## src/rtl/boot_rx_pkg.sv

```systemverilog
// Package: shared types and constants for the bootstrap serial receiver.
// Assumes: nothing beyond IEEE 1800-2017.
package boot_rx_pkg;
    // Mode code that enables the asynchronous boot receiver.
    localparam logic [1:0] MODE_ASYNC_BOOT = 2'b11;

    // Deframer states.
    typedef enum logic [1:0] {
        RX_IDLE  = 2'd0,
        RX_START = 2'd1,
        RX_DATA  = 2'd2,
        RX_STOP  = 2'd3
    } rx_state_e;
endpackage

```

## src/rtl/rz_stretcher.sv

```systemverilog
// Module: rz_stretcher
// What it does: synchronises the raw serial line. On each falling edge it
// (re)starts a one-shot that forces the output low for STRETCH_TICKS
// reference ticks. The output is the AND of the synchronised line and the
// inverted one-shot, so short return-to-zero pulses look like full-width
// low bits, and long NRZ lows pass through unchanged.
// Assumes: ref_tick is a one-cycle enable that is slow compared with clk
// (at least 4 clocks between ticks), so the edge detector always loads the
// counter before the next tick.
module rz_stretcher #(
    parameter int STRETCH_TICKS = 10
) (
    input  logic clk,
    input  logic rst_n,
    input  logic enable,
    input  logic tick,
    input  logic raw_in,
    output logic line_out
);
    localparam int CW = $clog2(STRETCH_TICKS + 1);
    localparam logic [CW-1:0] LOAD_VAL = CW'(STRETCH_TICKS);

    logic          sync_a;
    logic          sync_b;
    logic          sync_prev;
    logic [CW-1:0] hold_cnt;
    logic          fall_edge;

    assign fall_edge = sync_prev & ~sync_b;
    assign line_out  = sync_b & (hold_cnt == '0);

    // Purpose: two-flop synchroniser plus a delayed copy for edge detection.
    always_ff @(posedge clk) begin
        if (!rst_n) begin
            sync_a    <= 1'b1;
            sync_b    <= 1'b1;
            sync_prev <= 1'b1;
        end else begin
            sync_a    <= raw_in;
            sync_b    <= sync_a;
            sync_prev <= sync_b;
        end
    end

    // Purpose: retriggerable one-shot counted in reference ticks.
    always_ff @(posedge clk) begin
        if (!rst_n || !enable) begin
            hold_cnt <= '0;
        end else if (fall_edge) begin
            hold_cnt <= LOAD_VAL;
        end else if (tick && hold_cnt != '0) begin
            hold_cnt <= hold_cnt - 1'b1;
        end
    end

    AST_STRETCH_LIMIT: assert property (@(posedge clk) disable iff (!rst_n)
        hold_cnt <= LOAD_VAL);
    AST_STRETCH_RELOAD: assert property (@(posedge clk) disable iff (!rst_n)
        (fall_edge && enable) |=> (hold_cnt == LOAD_VAL));
endmodule

```

## src/rtl/bit_phase_timer.sv

```systemverilog
// Module: bit_phase_timer
// What it does: a fractional divider that makes bit-rate sample instants
// from the reference tick. Each tick adds BAUD_HZ. A sample fires on the
// tick where the sum reaches REF_HZ, and the accumulator then wraps. A
// restart reloads half a bit, so the first sample lands near the centre of
// the start bit.
// Assumes: BAUD_HZ < REF_HZ, and restart is only asserted on a tick.
module bit_phase_timer #(
    parameter int REF_HZ  = 32768,
    parameter int BAUD_HZ = 2400
) (
    input  logic clk,
    input  logic rst_n,
    input  logic tick,
    input  logic restart,
    output logic sample
);
    localparam int ACC_W = $clog2(REF_HZ + BAUD_HZ + 1);
    localparam logic [ACC_W-1:0] REF_V  = ACC_W'(REF_HZ);
    localparam logic [ACC_W-1:0] STEP_V = ACC_W'(BAUD_HZ);
    localparam logic [ACC_W-1:0] HALF_V = ACC_W'(REF_HZ / 2);

    logic [ACC_W-1:0] phase_acc;
    logic [ACC_W-1:0] phase_sum;

    assign phase_sum = phase_acc + STEP_V;
    assign sample    = tick & ~restart & (phase_sum >= REF_V);

    // Purpose: advance or reload the phase once per reference tick.
    always_ff @(posedge clk) begin
        if (!rst_n) begin
            phase_acc <= '0;
        end else if (tick) begin
            if (restart) begin
                phase_acc <= HALF_V;
            end else if (phase_sum >= REF_V) begin
                phase_acc <= phase_sum - REF_V;
            end else begin
                phase_acc <= phase_sum;
            end
        end
    end

    AST_PHASE_RANGE: assert property (@(posedge clk) disable iff (!rst_n)
        phase_acc < REF_V);
    AST_PHASE_RESTART: assert property (@(posedge clk) disable iff (!rst_n)
        (tick && restart) |=> (phase_acc == HALF_V));
endmodule

```

## src/rtl/async_deframer.sv

```systemverilog
// Module: async_deframer
// What it does: start/data/stop deframer. The start edge is a high-to-low
// change seen between two reference ticks. The start bit must still read low
// at its centre sample. DATA_BITS bits follow, least significant bit first.
// A high stop bit gives a one-cycle valid strobe with the byte; a low stop
// bit gives a one-cycle framing-error strobe.
// Assumes: line is the stretched, synchronised input; sample comes from
// bit_phase_timer, which is restarted through timer_restart.
module async_deframer
    import boot_rx_pkg::*;
#(
    parameter int DATA_BITS = 8
) (
    input  logic                 clk,
    input  logic                 rst_n,
    input  logic                 enable,
    input  logic                 tick,
    input  logic                 line,
    input  logic                 sample,
    output logic                 timer_restart,
    output logic [DATA_BITS-1:0] data_q,
    output logic                 valid_q,
    output logic                 ferr_q
);
    localparam int BW = (DATA_BITS > 1) ? $clog2(DATA_BITS) : 1;
    localparam logic [BW-1:0] LAST_BIT = BW'(DATA_BITS - 1);

    rx_state_e            state;
    logic                 line_at_tick;
    logic [BW-1:0]        bit_idx;
    logic [DATA_BITS-1:0] shift_q;

    assign timer_restart = enable & tick & (state == RX_IDLE) & line_at_tick & ~line;

    // Purpose: state machine, shift register and output strobes.
    always_ff @(posedge clk) begin
        if (!rst_n) begin
            state        <= RX_IDLE;
            line_at_tick <= 1'b1;
            bit_idx      <= '0;
            shift_q      <= '0;
            data_q       <= '0;
            valid_q      <= 1'b0;
            ferr_q       <= 1'b0;
        end else begin
            valid_q <= 1'b0;
            ferr_q  <= 1'b0;
            if (!enable) begin
                state        <= RX_IDLE;
                line_at_tick <= 1'b1;
            end else begin
                if (tick) begin
                    line_at_tick <= line;
                end
                case (state)
                    RX_IDLE: begin
                        if (timer_restart) begin
                            state <= RX_START;
                        end
                    end
                    RX_START: begin
                        bit_idx <= '0;
                        if (sample) begin
                            state <= line ? RX_IDLE : RX_DATA;
                        end
                    end
                    RX_DATA: begin
                        if (sample) begin
                            shift_q <= {line, shift_q[DATA_BITS-1:1]};
                            if (bit_idx == LAST_BIT) begin
                                state <= RX_STOP;
                            end else begin
                                bit_idx <= bit_idx + 1'b1;
                            end
                        end
                    end
                    RX_STOP: begin
                        if (sample) begin
                            state <= RX_IDLE;
                            if (line) begin
                                data_q  <= shift_q;
                                valid_q <= 1'b1;
                            end else begin
                                ferr_q <= 1'b1;
                            end
                        end
                    end
                    default: state <= RX_IDLE;
                endcase
            end
        end
    end

    AST_VALID_ONE_CYCLE: assert property (@(posedge clk) disable iff (!rst_n)
        valid_q |=> !valid_q);
    AST_FERR_ONE_CYCLE: assert property (@(posedge clk) disable iff (!rst_n)
        ferr_q |=> !ferr_q);
    AST_STROBES_EXCLUSIVE: assert property (@(posedge clk) disable iff (!rst_n)
        !(valid_q && ferr_q));
    AST_DATA_ONLY_WITH_VALID: assert property (@(posedge clk) disable iff (!rst_n)
        !$stable(data_q) |-> valid_q);
endmodule

```

## src/rtl/boot_async_rx.sv

```systemverilog
// Module: boot_async_rx (top)
// What it does: asynchronous boot receiver. It connects the return-to-zero
// stretcher, the fractional bit timer and the deframer, and enables them
// only while the boot mode code selects asynchronous boot.
// Assumes: ref_tick is a one-cycle enable at REF_HZ derived from a slow
// reference oscillator, with clk at least 4x faster; rxd_raw idles high.
module boot_async_rx
    import boot_rx_pkg::*;
#(
    parameter int REF_HZ        = 32768,
    parameter int BAUD_HZ       = 2400,
    parameter int DATA_BITS     = 8,
    parameter int STRETCH_TICKS = 10
) (
    input  logic                 clk,
    input  logic                 rst_n,
    input  logic                 ref_tick,
    input  logic [1:0]           boot_mode,
    input  logic                 rxd_raw,
    output logic [DATA_BITS-1:0] rx_data,
    output logic                 rx_valid,
    output logic                 rx_ferr
);
    logic rx_enable;
    logic line_clean;
    logic restart;
    logic bit_sample;

    assign rx_enable = (boot_mode == MODE_ASYNC_BOOT);

    rz_stretcher #(
        .STRETCH_TICKS(STRETCH_TICKS)
    ) u_stretch (
        .clk     (clk),
        .rst_n   (rst_n),
        .enable  (rx_enable),
        .tick    (ref_tick),
        .raw_in  (rxd_raw),
        .line_out(line_clean)
    );

    bit_phase_timer #(
        .REF_HZ (REF_HZ),
        .BAUD_HZ(BAUD_HZ)
    ) u_timer (
        .clk    (clk),
        .rst_n  (rst_n),
        .tick   (ref_tick),
        .restart(restart),
        .sample (bit_sample)
    );

    async_deframer #(
        .DATA_BITS(DATA_BITS)
    ) u_deframe (
        .clk          (clk),
        .rst_n        (rst_n),
        .enable       (rx_enable),
        .tick         (ref_tick),
        .line         (line_clean),
        .sample       (bit_sample),
        .timer_restart(restart),
        .data_q       (rx_data),
        .valid_q      (rx_valid),
        .ferr_q       (rx_ferr)
    );

    AST_OFF_NO_VALID: assert property (@(posedge clk) disable iff (!rst_n)
        (boot_mode != MODE_ASYNC_BOOT) |=> !rx_valid);
    AST_OFF_NO_FERR: assert property (@(posedge clk) disable iff (!rst_n)
        (boot_mode != MODE_ASYNC_BOOT) |=> !rx_ferr);
endmodule

```

## config.mk

```make
export PLATFORM = sky130hd
export DESIGN_NAME = boot_async_rx
export DESIGN_NICKNAME = d
export VERILOG_FILES = /design/src/rtl/boot_rx_pkg.sv /design/src/rtl/rz_stretcher.sv /design/src/rtl/bit_phase_timer.sv /design/src/rtl/async_deframer.sv /design/src/rtl/boot_async_rx.sv
export SDC_FILE = /design/constraint.sdc
export NUM_CORES = 1
export LEC_CHECK = 0
export BUFFER_PORTS_ARGS = -buffer_cell sky130_fd_sc_hd__clkbuf_2
export CAP_MARGIN = 20
export CELL_PAD_IN_SITES_DETAIL_PLACEMENT = 0
export CELL_PAD_IN_SITES_GLOBAL_PLACEMENT = 1
export CORE_AREA = 2 2 69 71
export DETAILED_ROUTE_END_ITERATION = 10
export DIE_AREA = 0 0 71 73
export PLACE_DENSITY_LB_ADDON = 0.05
export SYNTH_ARGS = -nofsm -noshare
export SYNTH_HDL_FRONTEND = slang
export SYNTH_SLANG_ARGS = --single-unit
```

## constraint.sdc

```tcl
create_clock -name clk -period 2.5 [get_ports clk]
set_input_delay 0.75 -clock clk [delete_from_list [all_inputs] [get_ports clk]]
set_output_delay 0.75 -clock clk [all_outputs]
set_load 0.02 [all_outputs]
```

==> flow_summary.yaml <==
status:
  status: "finished, final reports clean"
logic_synthesis:
  synthAdderAreaFrac: 0.0326
  synth_compound_area_frac: 0.155
  mappedNetlistNets: 224
  ys.flop_type: "dfxtp_1"
  synth_xor_area_frac: 0.0404
  synthesis.instances: 213
  synth_top_family_by_area: "simple AND/OR/NAND/NOR gates"
  synth_area_per_cell_um2: 9.02
  synth_warnings: 0
  synth_cell_types: 44
  ys_seq_area_frac: 0.438
  syn_area_um2: 1920
  synth.ff_latch_count: 42
  synth-simple-area-share: 0.236
  synth_edf_count: 0
  synth.area.mux_share: 0.0645
  ys_async_sr_fraction: 0
timing:
  fin_skew_ps: 9.84
  hold_violations: 0
  finalCriticalPeriod_ps: 2140
  fin_setup_tns_ps: 0
  worst_pin_slew_ps: 763
  relSlewSlack: 0.488
  maxSlewViolCount: 0
  max_freq_mhz: 468
  setup_viol: 0
  rsz0062_at_grt: "no"
  period_share: 0.855
final_layout:
  antenna_cells: 0
  layout-drive-gt1-share: 0.150
  nets: 244
  fill_cells: 433
  post-route-util: 0.482
  syn_to_final_growth_pct: 13.9
cts:
  cts_buffers: 5
  path_clk_slew_ps: 90
  htreeDepth: 2
  cts_sinks: 42
  tritoncts: "done"
  clk_latency_ps: 300
  postCtsSetupRepairBufs: 0
  root_buffer: "clkbuf_8"
  hold_buffers: 0
  clock_path_buffers: 2
  cts-resized-gates: 0
setup_path:
  critPathCaptureType: "flip-flop"
  path_class: "reg -> reg"
  cpPeakStageDelay_ps: 370
  crit_buf_inv: 2
  cp_slowest_cell: "dfxtp_1"
  cp_cell_sequence: "inv_1, ha_1, nand2b_1, a211oi_4, mux2i_2, buf_4, mux2i_1, nor2b_1"
  crit_arrival_ps: 2330
  critPathLaunchType: "flip-flop"
  worst-endpoint-required_ps: 2690
  cp_max_fo: 8
  path_delay_family: "multiplexers"
die:
  fp.dieW_um: 71
  die_y_um: 73
  dieArea_um2: 5180
  initial_utilization: 0.424
  ios: 16
  rows: 25
  core_um2: 4540
route:
  routed_wl_um: 4020
  drt_pass1_iterations: 4
  num_vias: 1566
  postRouteAntennaNets: 0
  wl_per_cell_um: 14.0
  routed_via_density: 5.44
  drt_iter0_markers: 52
  drc_errors: 0
run:
  maxCapViolations: 0
placed_design:
  globalplace.congestion: 0.787
  place_hpwl_um: 2900
  io_buffers: 15
global_routing:
  grt_pass1_wl_um: 6820
  grt_pass1_vias: 1493
  grt_overflow: 0
  antenna_found_initial: 0
  grt_max_degree: 21
  track_usage: 0.168
power_and_ir_drop:
  vdd.ir_drop.worst_mv: 0.282
  p_leak_nw: 0.872
  power_density_nw_per_um2: 608
  finalPower_mw: 1.33
worst_hold_path:
  hp-class: "reg -> reg"
-- where the power goes --
group          switching, mW  internal, mW  leakage, nW
Clock                  0.245         0.297       0.0504
Combinational         0.0510        0.0391        0.482
Sequential            0.0156         0.683        0.340
Total                  0.311          1.02        0.872
-- Yosys cell counts (all sizes together), types with 2 or more instances --
| library cell | number | area, µm² |
|---|---|---|
| dfxtp | 42 | 841 |
| nand2 | 15 | 56.3 |
| nor2 | 15 | 56.3 |
| nand3 | 14 | 70.1 |
| o21ai | 14 | 70.1 |
| nor2b | 13 | 81.3 |
| mux2i | 12 | 124 |
| inv | 10 | 37.5 |
| a21boi | 9 | 67.6 |
| a21oi | 9 | 48.8 |
| nand2b | 8 | 50.1 |
| nor3 | 6 | 30.0 |
| ha | 5 | 62.6 |
| xnor2 | 5 | 43.8 |
| clkbuf | 4 | 15.0 |
| and3 | 3 | 18.8 |
| buf | 3 | 12.5 |
| xor2 | 3 | 33.8 |
| nand4 | 2 | 12.5 |
| nor4 | 2 | 18.8 |
| o31ai | 2 | 15.0 |
| or4 | 2 | 15.0 |
-- cell usage in the layout (no fill, tap or decap), types with 2 or more instances in the layout --
cell type,synthesis,routed
nand2_1,15,15
nand2b_1,8,8
a21oi_1,8,8
o31ai_1,2,2
ha_1,5,5
nor2_1,15,15
a21boi_0,8,8
nor2b_1,13,13
inv_1,10,10
nand4_1,2,2
clkbuf_8,0,5
clkbuf_2,0,15
xnor2_1,5,5
o21ai_0,13,13
clkinvlp_4,0,2
dfxtp_1,42,42
or4_1,2,2
nor3_1,6,6
and3_1,3,3
xor2_1,2,2
buf_4,0,5
mux2i_1,11,11
nand3_1,14,14
-- cell families (layout without fill, tap and decap cells) --
group,Yosys count,in the layout
xor+xnor,8,8
mux,12,12
simple gates,85,85
compound gates,44,44
flops,42,42
fa+ha+maj,5,5
buf+inv,17,38
-- final timing paths --
path	slack, ps	from	end	cells past startpoint
worst max-delay path	360	u_timer.phase_acc[5]$_SDFFE_PN0P_	u_deframe.shift_q[5]$_SDFFE_PN0P_	8
worst min-delay path	410	u_stretch.sync_a$_SDFF_PN1_	u_stretch.sync_b$_SDFF_PN1_	1
worst max register to register	360	u_timer.phase_acc[5]$_SDFFE_PN0P_	u_deframe.shift_q[5]$_SDFFE_PN0P_	8
worst min register to register	410	u_stretch.sync_a$_SDFF_PN1_	u_stretch.sync_b$_SDFF_PN1_	1
-- worst register-to-register path: cells and delay by family, from the launching register on --
family / cells / cell delay (ps)
and+or+nand+nor: 2 / 260
muxes: 2 / 530
DFF: 1 / 370
adders and majority gates: 1 / 220
buffers and inverters: 2 / 310
AOI/OAI and AO/OA: 1 / 350
-- metal layers --
metal | wire length (µm) | track usage | vias to the layer above
li1 | - | - | 781
met1 | 1910 | 0.196 | 751
met2 | 1940 | 0.299 | 28
met3 | 112 | 0.0359 | 6
met4 | 57 | 0.0692 | 0
met5 | 0 | 0 | -
-- area by class of cell --
class                   count  area, µm²  share of cell area
repair buffers             20        113              0.0515
clock inverters             3       45.0              0.0206
well taps                  54       67.6              0.0309
clock buffers               5       68.8              0.0314
multi-input cells         154       1020               0.464
inverters                  10       37.5              0.0172
flip-flops and latches     42        841               0.384
-- flip-flops by register name, summed over array words and instances, names as in the netlist --
signal and cells:
u_deframe.ferr_q 1, u_deframe.line_at_tick 1, u_stretch.hold_cnt 4, u_deframe.bit_idx 3
u_stretch.sync_prev 1, u_deframe.data_q 8, u_timer.phase_acc 11, u_stretch.sync_b 1
u_stretch.sync_a 1, u_deframe.shift_q 8, u_deframe.valid_q 1, u_deframe.state 2
-- per-stage QoR --
stage / instances / cell area, µm² / setup WS, ps / hold slack (ps)
after floorplan: 213 / 1920 / 287 / 386
after global placement: 280 / 2070 / 439 / 396
after detailed placement: 280 / 2070 / 352 / 405
after CTS: 288 / 2190 / 338 / 421
after global routing: 288 / 2190 / 223 / 440
final: 288 / 2190 / 363 / 413
Note: power is estimated with default switching activity, not from simulation.
